===== src/rtl/keylock_pkg.sv =====
package keylock_pkg;

  // Events the datapath reports to the control for one cycle.
  typedef struct packed {
    logic keyWrite;    // strobed write at the key offset
    logic stepMatch;   // data equals the key word expected next
    logic firstMatch;  // data equals the first key word
  } keyEvt_t;

  // Lock state held by the control.
  typedef enum logic {
    GATE_CLOSED = 1'b0,
    GATE_OPEN   = 1'b1
  } gateState_t;

endpackage


===== src/rtl/keylock_dp.sv =====
module keylock_dp
  import keylock_pkg::*;
#(
  parameter int ADDR_W   = 8,
  parameter int DATA_W   = 32,
  parameter int NUM_KEYS = 3,
  parameter logic [ADDR_W-1:0] KEY_ADDR = 8'h40,
  parameter logic [NUM_KEYS*DATA_W-1:0] KEY_SEQ = '0,
  localparam int STEP_W = (NUM_KEYS > 1) ? $clog2(NUM_KEYS) : 1
) (
  input  logic [ADDR_W-1:0] regAddr,
  input  logic              regWrEn,
  input  logic [DATA_W-1:0] regWrData,
  input  logic [STEP_W-1:0] step,
  output keyEvt_t           evt,
  output logic [DATA_W-1:0] regRdData
);

  logic [DATA_W-1:0] keyArr [NUM_KEYS];
  logic [NUM_KEYS-1:0] matchVec;

  // Unpack the key list and compare the write data with every key in parallel.
  for (genvar gi = 0; gi < NUM_KEYS; gi++) begin : g_key
    assign keyArr[gi]   = KEY_SEQ[gi*DATA_W +: DATA_W];
    assign matchVec[gi] = (regWrData == keyArr[gi]);
  end

  logic addrHit;
  logic stepSel;

  assign addrHit = (regAddr == KEY_ADDR);

  // Pick the compare result for the step the control is waiting on.
  always_comb begin
    stepSel = 1'b0;
    for (int k = 0; k < NUM_KEYS; k++) begin
      if (step == STEP_W'(k)) stepSel = matchVec[k];
    end
  end

  assign evt.keyWrite   = regWrEn && addrHit;
  assign evt.stepMatch  = stepSel;
  assign evt.firstMatch = matchVec[0];

  // The key register holds no readable state.
  assign regRdData = '0;

endmodule


===== src/rtl/keylock_ctrl.sv =====
module keylock_ctrl
  import keylock_pkg::*;
#(
  parameter int NUM_KEYS = 3,
  localparam int STEP_W = (NUM_KEYS > 1) ? $clog2(NUM_KEYS) : 1,
  localparam logic [STEP_W-1:0] LAST_STEP = STEP_W'(NUM_KEYS - 1),
  localparam logic [STEP_W-1:0] AFTER_FIRST = (NUM_KEYS > 1) ? STEP_W'(1) : '0
) (
  input  logic              clk,
  input  logic              rstN,
  input  keyEvt_t           evt,
  output logic [STEP_W-1:0] step,
  output logic              accessEnable
);

  gateState_t state;

  always_ff @(posedge clk or negedge rstN) begin
    if (!rstN) begin
      state <= GATE_CLOSED;
      step  <= '0;
    end else if (evt.keyWrite) begin
      if (state == GATE_OPEN) begin
        // Any key write while open closes the gate and is consumed there.
        state <= GATE_CLOSED;
        step  <= '0;
      end else if (evt.stepMatch) begin
        if (step == LAST_STEP) begin
          state <= GATE_OPEN;
          step  <= '0;
        end else begin
          step <= step + STEP_W'(1);
        end
      end else if (evt.firstMatch) begin
        // A mismatching write that equals the first key starts a new attempt.
        step <= AFTER_FIRST;
      end else begin
        step <= '0;
      end
    end
  end

  assign accessEnable = (state == GATE_OPEN);

endmodule


===== src/rtl/keylock_gate.sv =====
module keylock_gate
  import keylock_pkg::*;
#(
  parameter int ADDR_W   = 8,
  parameter int DATA_W   = 32,
  parameter int NUM_KEYS = 3,
  parameter logic [ADDR_W-1:0] KEY_ADDR = 8'h40,
  parameter logic [NUM_KEYS*DATA_W-1:0] KEY_SEQ =
    {32'h9608B2C1, 32'hA1E34F20, 32'h3A7F5CA3},
  localparam int STEP_W = (NUM_KEYS > 1) ? $clog2(NUM_KEYS) : 1
) (
  input  logic              clk,
  input  logic              rstN,
  input  logic [ADDR_W-1:0] regAddr,
  input  logic              regWrEn,
  input  logic [DATA_W-1:0] regWrData,
  output logic [DATA_W-1:0] regRdData,
  output logic              accessEnable
);

  keyEvt_t           evt;
  logic [STEP_W-1:0] step;

  keylock_dp #(
    .ADDR_W   (ADDR_W),
    .DATA_W   (DATA_W),
    .NUM_KEYS (NUM_KEYS),
    .KEY_ADDR (KEY_ADDR),
    .KEY_SEQ  (KEY_SEQ)
  ) u_dp (
    .regAddr   (regAddr),
    .regWrEn   (regWrEn),
    .regWrData (regWrData),
    .step      (step),
    .evt       (evt),
    .regRdData (regRdData)
  );

  keylock_ctrl #(
    .NUM_KEYS (NUM_KEYS)
  ) u_ctrl (
    .clk          (clk),
    .rstN         (rstN),
    .evt          (evt),
    .step         (step),
    .accessEnable (accessEnable)
  );

endmodule


===== config.mk =====
export PLATFORM = sky130hd
export DESIGN_NAME = keylock_gate
export DESIGN_NICKNAME = d
export VERILOG_FILES = /design/src/rtl/keylock_pkg.sv /design/src/rtl/keylock_dp.sv /design/src/rtl/keylock_ctrl.sv /design/src/rtl/keylock_gate.sv
export SDC_FILE = /design/constraint.sdc
export NUM_CORES = 1
export LEC_CHECK = 0
export ABC_CLOCK_PERIOD_IN_PS = 2700
export CORE_AREA = 5 5 42 44
export DETAILED_ROUTE_END_ITERATION = 10
export DIE_AREA = 0 0 47 49
export DONT_BUFFER_PORTS = 1
export GPL_TIMING_DRIVEN = 0
export SLEW_MARGIN = 20
export SYNTH_ARGS = -nofsm -noshare
export SYNTH_HDL_FRONTEND = slang
export SYNTH_HIERARCHICAL = 1
export SYNTH_SLANG_ARGS = --single-unit

===== constraint.sdc =====
create_clock -name clk -period 2.7 [get_ports clk]
set_input_delay 0.54 -clock clk [delete_from_list [all_inputs] [get_ports clk]]
set_output_delay 0.54 -clock clk [all_outputs]
set_load 0.02 [all_outputs]

==> report_table.html, run 1 <==
<table>
<tr><th>Metric</th><th>Value</th></tr>
<tr><th colspan="2">Setup path</th></tr>
<tr><td>Cells along the critical path</td><td>nor4bb_1 &gt; nand4b_1 &gt; or3_1 &gt; o31ai_2 &gt; buf_4 &gt; and4bb_2 &gt; a211o_1</td></tr>
<tr><td>Endpoint of the most critical register-to-register path</td><td>u_ctrl/step[0]</td></tr>
<tr><td>Slowest library cell on the worst path</td><td>or3_1</td></tr>
<tr><td>Crit path capture type</td><td>flip-flop</td></tr>
<tr><td>Data required time of the worst path</td><td>approximately 2800 ps</td></tr>
<tr><td>Launching element of the worst setup path</td><td>regWrData[13]</td></tr>
<tr><td>Peak fanout along the critical path</td><td>3</td></tr>
<tr><td>Slack of the worst reg-to-reg path</td><td>720 ps</td></tr>
<tr><td>Worst reg2reg path depth</td><td>6</td></tr>
<tr><td>Worst Path Class, Setup</td><td>input port to flip-flop</td></tr>
<tr><td>Critical Path Max Stage Delay</td><td>about 350 ps</td></tr>
<tr><td>Reg-to-reg startpoint</td><td>u_ctrl/step[0]</td></tr>
<tr><td>Worst EP arrival</td><td>2090 ps</td></tr>
<tr><td>Sort of element at the start of the critical path</td><td>input port</td></tr>
<tr><th colspan="2">Power</th></tr>
<tr><td>Power density over the cells</td><td>269 nW/um2</td></tr>
<tr><td>Static leakage</td><td>0.440 nW</td></tr>
<tr><td>Switching power as a share of total power</td><td>34.7%</td></tr>
<tr><td>Overall power after layout</td><td>0.000223 W</td></tr>
<tr><td>Sequential share of power</td><td>23.3%</td></tr>
<tr><td>Int Pwr</td><td>0.000145 W</td></tr>
<tr><td>Peak supply drop</td><td>about 0.19 mV</td></tr>
<tr><td>Share of total power in combinational logic</td><td>42.1%</td></tr>
<tr><td>Psw</td><td>0.0000773 W</td></tr>
<tr><td>Clk network pwr share</td><td>34.6%</td></tr>
<tr><th colspan="2">Route</th></tr>
<tr><td>Number of antenna-violating nets in the routed design</td><td>0</td></tr>
<tr><td>Iteration-0 DRC count of the detailed router</td><td>1</td></tr>
<tr><td>Sum of routed wire length over all layers</td><td>1470 um</td></tr>
<tr><td>DRC violation count after routing</td><td>0</td></tr>
<tr><td>Number of detailed-route iterations in the first pass</td><td>3</td></tr>
<tr><td>Detailed-route via count</td><td>563</td></tr>
<tr><td>Final routed wire length divided by cell count</td><td>between 10 and 15 um</td></tr>
<tr><td>Ratio of routed vias to standard cells</td><td>4.33</td></tr>
<tr><th colspan="2">Layout</th></tr>
<tr><td>Nets</td><td>158</td></tr>
<tr><td>Filler Cell Count</td><td>150</td></tr>
<tr><td>Commonest non-fill, non-tap cell in the layout</td><td>buf_4</td></tr>
<tr><td>Top library cells by usage in the layout, fill and taps aside</td><td>33 x buf_4, 32 x conb_1, 4 x nand4_1</td></tr>
<tr><td>Number of diodes</td><td>0</td></tr>
<tr><td>Post-synthesis to final-layout area growth</td><td>26.3%</td></tr>
<tr><td>Number of standard cells in the final layout excluding fillers</td><td>130</td></tr>
<tr><td>Post-route cell area</td><td>around 830 um2</td></tr>
<tr><td>Fraction of layout cells with a size suffix above 1</td><td>~34%</td></tr>
<tr><th colspan="2">Logic synthesis</th></tr>
<tr><td>Combined area of all synthesized cells</td><td>656 um2</td></tr>
<tr><td>Main combinational cell family by area after synthesis</td><td>simple AND/OR/NAND/NOR gates</td></tr>
<tr><td>Sequential cell area fraction in the yosys report</td><td>11.5%</td></tr>
<tr><td>Number of flops mapped to enable cells by yosys</td><td>0</td></tr>
<tr><td>Top flip-flop cell by instance count after synthesis</td><td>dfrtp_1</td></tr>
<tr><td>Distinct cell type count after synthesis</td><td>28</td></tr>
<tr><td>Cells after synthesis</td><td>78</td></tr>
<tr><td>Synth async-reset ratio</td><td>between 90% and 100%</td></tr>
<tr><td>Post-synthesis simple-gate area fraction</td><td>about two fifths</td></tr>
<tr><td>Adder-cell share of the synthesized area</td><td>0%</td></tr>
<tr><td>Compound-gate portion of the synthesized area</td><td>7.06%</td></tr>
<tr><td>Number of synthesis warnings</td><td>6</td></tr>
<tr><td>Mean Syn Cell Area</td><td>approximately 8.4 um2</td></tr>
<tr><td>Post-synthesis mux area share</td><td>0%</td></tr>
<tr><td>Register bit count reported by yosys</td><td>3</td></tr>
<tr><td>Post-synthesis share of cell area spent on xor and xnor gates</td><td>0%</td></tr>
<tr><th colspan="2">Global route</th></tr>
<tr><td>Vias in the first global route</td><td>a little under 600</td></tr>
<tr><td>Maximum number of pins on one net before global-route repair</td><td>8</td></tr>
<tr><td>Antenna violations before repair</td><td>0</td></tr>
<tr><td>Aggregate global-route resource usage</td><td>12.1%</td></tr>
<tr><td>Global-route wire length before repair</td><td>~2100 um</td></tr>
<tr><td>Gr ovfl total</td><td>0</td></tr>
<tr><th colspan="2">Timing</th></tr>
<tr><td>Transition time of the tightest slew-check pin</td><td>719 ps</td></tr>
<tr><td>Time the final worst path needs with I/O delays and setup</td><td>1980 ps</td></tr>
<tr><td>Max Clock Skew</td><td>0.602 ps</td></tr>
<tr><td>Setup violators final</td><td>0</td></tr>
<tr><td>Maximum clock frequency</td><td>between 500 and 600 MHz</td></tr>
<tr><td>Count of pins over their slew limit</td><td>0</td></tr>
<tr><td>Unrepaired setup endpoints after global routing</td><td>no</td></tr>
<tr><td>Post-route fraction of the period consumed by the critical path</td><td>73.4%</td></tr>
<tr><td>Relative slew margins</td><td>between 50% and 60%</td></tr>
<tr><td>Setup TNS</td><td>0 ps</td></tr>
<tr><td>Hold Fails Final Rpt</td><td>0</td></tr>
<tr><td>Final-layout worst hold slack</td><td>560 ps</td></tr>
<tr><th colspan="2">Floorplan</th></tr>
<tr><td>Die Area</td><td>2300 um2</td></tr>
<tr><td>Effective utilization at floorplan</td><td>46.8%</td></tr>
<tr><td>Height of the die</td><td>49 um</td></tr>
<tr><td>Standard cell core area</td><td>1400 um2</td></tr>
<tr><td>Die Wd</td><td>47 um</td></tr>
<tr><td>Site Rows</td><td>14</td></tr>
<tr><td>Number of I/O pins</td><td>76</td></tr>
<tr><th colspan="2">Clock tree</th></tr>
<tr><td>CTS-repair resized insts</td><td>0</td></tr>
<tr><td>Clock H-tree levels</td><td>1</td></tr>
<tr><td>CTS buffer count</td><td>3</td></tr>
<tr><td>CTS root buf</td><td>clkbuf_4</td></tr>
<tr><td>Clock tree from TritonCTS</td><td>built</td></tr>
<tr><td>Insertion delay of the later-clocked pin in the worst-skew pair</td><td>230 ps</td></tr>
<tr><td>Reg clk slew, reported paths</td><td>40 ps</td></tr>
<tr><td>Post-CTS Setup Inserts</td><td>0</td></tr>
<tr><td>Clock Sink Count</td><td>3</td></tr>
<tr><td>Max clock buf depth</td><td>2</td></tr>
<tr><th colspan="2">Place</th></tr>
<tr><td>RD Place Congestion</td><td>0.666</td></tr>
<tr><td>Cell total after placement</td><td>125</td></tr>
<tr><td>HPWL reported at the end of detailed placement</td><td>1390 um</td></tr>
<tr><td>Number of port buffers</td><td>0</td></tr>
<tr><td>Placement Cell Area</td><td>792 um2</td></tr>
<tr><th colspan="2">Hold path</th></tr>
<tr><td>Type of the tightest min-delay check</td><td>input port to async pin</td></tr>
<tr><th colspan="2">Outcome</th></tr>
<tr><td>Run status</td><td>completed</td></tr>
<tr><th colspan="2">Run</th></tr>
<tr><td>Max Cap Violations</td><td>0</td></tr>
</table>
==> per-stage QoR <==
step | setup WS [ps] | utilization, %
2_1_floorplan | 597 | -
3_3_place_gp | 496 | 56.5
3_5_place_dp | 496 | 56.5
4_1_cts | 700 | 59.1
5_1_grt | 606 | 59.1
6_report | 718 | 59.1
==> power by group through the flow <==
stage / clock network [W] / registers (W) / logic [W]
final: 0.0000771 / 0.0000520 / 0.0000937
after global routing: 0.0000861 / 0.0000528 / 0.000100
after CTS: 0.0000810 / 0.0000521 / 0.0000913
after detailed placement: 0 / 0.0000527 / 0.0000895
after global placement: 0 / 0.0000526 / 0.0000893
after floorplan: 0 / 0.0000518 / 0.0000881
==> cell families after synthesis <==
| family | count (synthesis) |
|---|---|
| simple gates | 34 |
| other cells | 1 |
| buf+inv | 35 |
| compound gates | 5 |
| flops | 3 |
==> what timing repair did <==
action	CTS	global route
hold endpoints to repair	3	0
endpoints found under the setup margin	0	0
hold buffers	1	0
==> per-layer routing <==
metal  track usage, %  share of wire, %  vias to the layer above  routed length [um]
met5                0                 0                        -                   0
met4             4.15                 0                        0                   0
met3             5.17                18                        0                 271
met2             23.8                55                       35                 808
met1             9.73                26                      229                 388
li1                 -                 -                      299                   -
==> area by class of cell <==
type | count | area (um2) | share of cell area, %
buffer | 33 | 248 | 29.9
clock buffer | 4 | 26.3 | 3.17
timing repair buffer | 1 | 10.0 | 1.21
tap | 16 | 20.0 | 2.42
inverter | 2 | 7.51 | 0.906
multi-input combinational | 71 | 442 | 53.3
sequential | 3 | 75.1 | 9.06
==> registers in the layout, indices dropped and copies added (netlist names) <==
register	flops
u_ctrl/accessEnable	1
u_ctrl/step	2
==> worst max-delay path by stage <==
stage,cells past startpoint,end,slack (ps)
global route,6,u_ctrl/step[0],610
CTS,6,u_ctrl/step[0],700
global placement,7,u_ctrl/step[0],500
detailed placement,7,u_ctrl/step[0],500
floorplan,7,u_ctrl/step[0],600
finish,7,u_ctrl/step[0],720
==> cells in the mapped netlist, types with 2 or more instances <==
| library cell | instances | area, um2 |
|---|---|---|
| buf_4 | 33 | 248 |
| nor4_1 | 3 | 18.8 |
| nor2b_1 | 2 | 12.5 |
| nand3b_1 | 3 | 22.5 |
| nor4b_1 | 2 | 17.5 |
| or3_1 | 2 | 12.5 |
| nand4_1 | 4 | 25.0 |
| nor4bb_1 | 3 | 30.0 |
| inv_1 | 2 | 7.51 |
| and4bb_1 | 3 | 37.5 |
| nand3_1 | 2 | 10.0 |
| dfrtp_1 | 3 | 75.1 |
==> critical path, delay by kind of cell <==
kind	cells	cell delay (ps)
compound gates	2	450
simple gates	4	960
buf+inv	1	150
Note: power is estimated with default switching activity, not from simulation.
==> inputs of run 2 (changes only) <==
--- a/config.mk
+++ b/config.mk
@@ -5,12 +5,13 @@
 export SDC_FILE = /design/constraint.sdc
 export NUM_CORES = 1
 export LEC_CHECK = 0
-export ABC_CLOCK_PERIOD_IN_PS = 2700
+export ABC_CLOCK_PERIOD_IN_PS = 1600
 export CORE_AREA = 5 5 42 44
 export DETAILED_ROUTE_END_ITERATION = 10
 export DIE_AREA = 0 0 47 49
 export DONT_BUFFER_PORTS = 1
 export GPL_TIMING_DRIVEN = 0
+export PLACE_DENSITY = 0.67
 export SLEW_MARGIN = 20
 export SYNTH_ARGS = -nofsm -noshare
 export SYNTH_HDL_FRONTEND = slang
==> constraint.sdc (replaced) <==
create_clock -name clk -period 1.6 [get_ports clk]
set_input_delay 0.32 -clock clk [delete_from_list [all_inputs] [get_ports clk]]
set_output_delay 0.32 -clock clk [all_outputs]
set_load 0.02 [all_outputs]
==> run 2 against run 1 <==
The run now ends with negative setup slack left. Power increased by 74%. Flip-flop and latch count did not move. Design area grew 5.9%. Via count rose by 5.0%. Sequential power rose by 66%. Global-route usage increased by 0.42 points. Largest cell class unchanged.
==> report_table.html, run 2 (synthesis gave the netlist of run 1 again) <==
<table>
<tr><th>Metric</th><th>Value</th></tr>
<tr><th colspan="2">Layout</th></tr>
<tr><td>Number of diodes</td><td>0</td></tr>
<tr><td>Fraction of layout cells with a size suffix above 1</td><td>39.3%</td></tr>
<tr><td>Post-synthesis to final-layout area growth</td><td>33.8%</td></tr>
<tr><td>Nets</td><td>161</td></tr>
<tr><td>Post-route cell area</td><td>around 880 um2</td></tr>
<tr><td>Filler Cell Count</td><td>139</td></tr>
<tr><td>Top library cells by usage in the layout, fill and taps aside</td><td>36 x buf_4, 32 x conb_1, 4 x nand4_1</td></tr>
<tr><td>Register ranked first by flip-flop count</td><td>u_ctrl/step</td></tr>
<tr><td>Max reg flops</td><td>2</td></tr>
<tr><td>Commonest non-fill, non-tap cell in the layout</td><td>buf_4</td></tr>
<tr><th colspan="2">Clock tree</th></tr>
<tr><td>Insertion delay of the later-clocked pin in the worst-skew pair</td><td>230 ps</td></tr>
<tr><td>Max clock buf depth</td><td>2</td></tr>
<tr><td>Clock H-tree levels</td><td>1</td></tr>
<tr><td>CTS buffer count</td><td>3</td></tr>
<tr><td>CTS root buf</td><td>clkbuf_4</td></tr>
<tr><td>Clock Sink Count</td><td>3</td></tr>
<tr><td>Reg clk slew, reported paths</td><td>~40 ps</td></tr>
<tr><td>Clock tree from TritonCTS</td><td>built</td></tr>
<tr><th colspan="2">Route</th></tr>
<tr><td>Detailed-route via count</td><td>591</td></tr>
<tr><td>Number of antenna-violating nets in the routed design</td><td>0</td></tr>
<tr><td>DRC violation count after routing</td><td>0</td></tr>
<tr><td>Iteration-0 DRC count of the detailed router</td><td>1</td></tr>
<tr><td>Final routed wire length divided by cell count</td><td>11.7 um</td></tr>
<tr><td>Sum of routed wire length over all layers</td><td>1550 um</td></tr>
<tr><td>Number of detailed-route iterations in the first pass</td><td>4</td></tr>
<tr><td>Ratio of routed vias to standard cells</td><td>~4.4</td></tr>
<tr><th colspan="2">Setup path</th></tr>
<tr><td>CP delay by family, top</td><td>simple AND/OR/NAND/NOR gates</td></tr>
<tr><td>Crit path capture type</td><td>flip-flop</td></tr>
<tr><td>Sort of element at the start of the critical path</td><td>flip-flop</td></tr>
<tr><td>Critical Path Max Stage Delay</td><td>approximately 400 ps</td></tr>
<tr><td>Cells along the critical path</td><td>or4bb_1 &gt; o32a_1 &gt; o31ai_2 &gt; buf_4 &gt; and4bb_2 &gt; a211o_1</td></tr>
<tr><td>Slowest library cell on the worst path</td><td>or4bb_1</td></tr>
<tr><td>Worst EP arrival</td><td>1950 ps</td></tr>
<tr><td>Peak fanout along the critical path</td><td>4</td></tr>
<tr><td>Data required time of the worst path</td><td>1710 ps</td></tr>
<tr><td>Worst Path Class, Setup</td><td>flip-flop to flip-flop</td></tr>
<tr><td>Crit path buf inv count</td><td>1</td></tr>
<tr><th colspan="2">Timing</th></tr>
<tr><td>Time the final worst path needs with I/O delays and setup</td><td>between 1500 and 2000 ps</td></tr>
<tr><td>Setup violators final</td><td>3</td></tr>
<tr><td>Post-route fraction of the period consumed by the critical path</td><td>115%</td></tr>
<tr><td>Relative slew margins</td><td>61.7%</td></tr>
<tr><td>Hold Fails Final Rpt</td><td>0</td></tr>
<tr><td>Setup slack of the critical path after layout</td><td>-244 ps</td></tr>
<tr><td>Setup TNS</td><td>-500 ps</td></tr>
<tr><td>Maximum clock frequency</td><td>roughly 540 MHz</td></tr>
<tr><td>Count of pins over their slew limit</td><td>0</td></tr>
<tr><td>Unrepaired setup endpoints after global routing</td><td>yes</td></tr>
<tr><td>Transition time of the tightest slew-check pin</td><td>569 ps</td></tr>
<tr><td>Max Clock Skew</td><td>between 2 and 3 ps</td></tr>
<tr><th colspan="2">Hold path</th></tr>
<tr><td>Type of the tightest min-delay check</td><td>input port to async pin</td></tr>
<tr><th colspan="2">Place</th></tr>
<tr><td>Placement Cell Area</td><td>792 um2</td></tr>
<tr><td>RD Place Congestion</td><td>0.691</td></tr>
<tr><td>HPWL reported at the end of detailed placement</td><td>1370 um</td></tr>
<tr><td>Number of port buffers</td><td>0</td></tr>
<tr><th colspan="2">Power</th></tr>
<tr><td>Power density over the cells</td><td>441 nW/um2</td></tr>
<tr><td>Int Pwr</td><td>roughly 0.00025 W</td></tr>
<tr><td>Switching power as a share of total power</td><td>between 30% and 40%</td></tr>
<tr><td>Share of total power in combinational logic</td><td>43.3%</td></tr>
<tr><td>Psw</td><td>roughly 0.00014 W</td></tr>
<tr><td>Sequential share of power</td><td>22.3%</td></tr>
<tr><td>Clk network pwr share</td><td>34.4%</td></tr>
<tr><td>Peak supply drop</td><td>0.365 mV</td></tr>
<tr><td>Static leakage</td><td>0.459 nW</td></tr>
<tr><th colspan="2">Floorplan</th></tr>
<tr><td>Number of I/O pins</td><td>76</td></tr>
<tr><td>Height of the die</td><td>49 um</td></tr>
<tr><td>Standard cell core area</td><td>about 1400 um2</td></tr>
<tr><td>Site Rows</td><td>14</td></tr>
<tr><td>Die Area</td><td>2300 um2</td></tr>
<tr><td>Effective utilization at floorplan</td><td>~47%</td></tr>
<tr><td>Die Wd</td><td>47 um</td></tr>
<tr><th colspan="2">Global route</th></tr>
<tr><td>Antenna violations before repair</td><td>0</td></tr>
<tr><td>Gr ovfl total</td><td>0</td></tr>
<tr><td>Global-route wire length before repair</td><td>2160 um</td></tr>
<tr><td>Vias in the first global route</td><td>581</td></tr>
<tr><td>Aggregate global-route resource usage</td><td>12.6%</td></tr>
<tr><td>Maximum number of pins on one net before global-route repair</td><td>7</td></tr>
<tr><th colspan="2">Outcome</th></tr>
<tr><td>Failing checks</td><td>negative setup slack</td></tr>
<tr><td>Run status</td><td>finished, violations left</td></tr>
<tr><th colspan="2">Run</th></tr>
<tr><td>Max Cap Violations</td><td>0</td></tr>
</table>
## run 2: path summary, 6_finish.rpt
path,from,end,slack [ps],cells past startpoint
worst min-delay path,rstN,u_ctrl/step[1],340,1
min in group clk,regAddr[1],u_ctrl/accessEnable,340,2
worst min register to register,u_ctrl/step[0],u_ctrl/accessEnable,670,2
worst max-delay path,u_ctrl/step[0],u_ctrl/step[0],-240,6
max in group asynchronous,rstN,u_ctrl/accessEnable,1120,1
worst max register to register,u_ctrl/step[0],u_ctrl/step[0],-240,6
## run 2: power groups by stage
stage / combinational [W] / sequential, W / clock (W)
3_3_place_gp: 0.000151 / 0.0000889 / 0
4_1_cts: 0.000161 / 0.0000865 / 0.000139
3_5_place_dp: 0.000152 / 0.0000889 / 0
5_1_grt: 0.000179 / 0.0000876 / 0.000148
2_1_floorplan: 0.000149 / 0.0000875 / 0
6_report: 0.000168 / 0.0000864 / 0.000133
## run 2: worst register-to-register path, delay by kind of cell, from the launching register on
| kind | cells | cell delay [ps] |
|---|---|---|
| AOI/OAI and AO/OA | 3 | 580 |
| buffers and inverters | 1 | 150 |
| DFF | 1 | 390 |
| and+or+nand+nor | 2 | 610 |
## run 2: stage by stage
stage | std cells | total power (W) | hold slack (ps) | util [%] | worst slack [ps]
floorplan | 109 | 0.000236 | 24.4 | - | -281
global placement | 125 | 0.000240 | 24.5 | 56.5 | -363
finish | 133 | 0.000387 | 335 | 62.6 | -244
global route | 133 | 0.000415 | 329 | 62.6 | -361
CTS | 133 | 0.000387 | 329 | 61.7 | -262
detailed placement | 125 | 0.000241 | 24.5 | 56.5 | -382
## run 2: area by class of cell
type / count / area (um2) / area share [%]
well taps: 16 / 20.0 / 2.28
clock buffers: 4 / 26.3 / 3.00
repair buffers: 4 / 32.5 / 3.71
flip-flops and latches: 3 / 75.1 / 8.56
plain buffers: 33 / 248 / 28.2
inverters: 2 / 7.51 / 0.856
multi-input cells: 71 / 468 / 53.4
## run 2: what timing repair did
item / in CTS / in global routing
buffers inserted: 3 / 0
endpoints found under the setup margin: 3 / 3
hold buffers: 1 / 0
resized for setup: 2 / 2
pin swaps: 1 / 0
hold endpoints to repair: 3 / 0
## run 2: routing by layer
metal	part of all wire (%)	global-route usage (%)	vias up	wire, um
met5	0	0	-	0
met4	0.64	6.91	0	10
met3	15	4.80	2	232
met2	60	24.2	36	929
met1	25	9.51	247	381
li1	-	-	306	-
==> inputs of run 3 (changes only) <==
--- a/config.mk
+++ b/config.mk
@@ -7,6 +7,7 @@
 export LEC_CHECK = 0
 export ABC_CLOCK_PERIOD_IN_PS = 1600
 export CORE_AREA = 5 5 42 44
+export CTS_CLUSTER_SIZE = 28
 export DETAILED_ROUTE_END_ITERATION = 10
 export DIE_AREA = 0 0 47 49
 export DONT_BUFFER_PORTS = 1
==> results of run 3 <==
Final layout, timing and power as in run 2 (identical DEF).
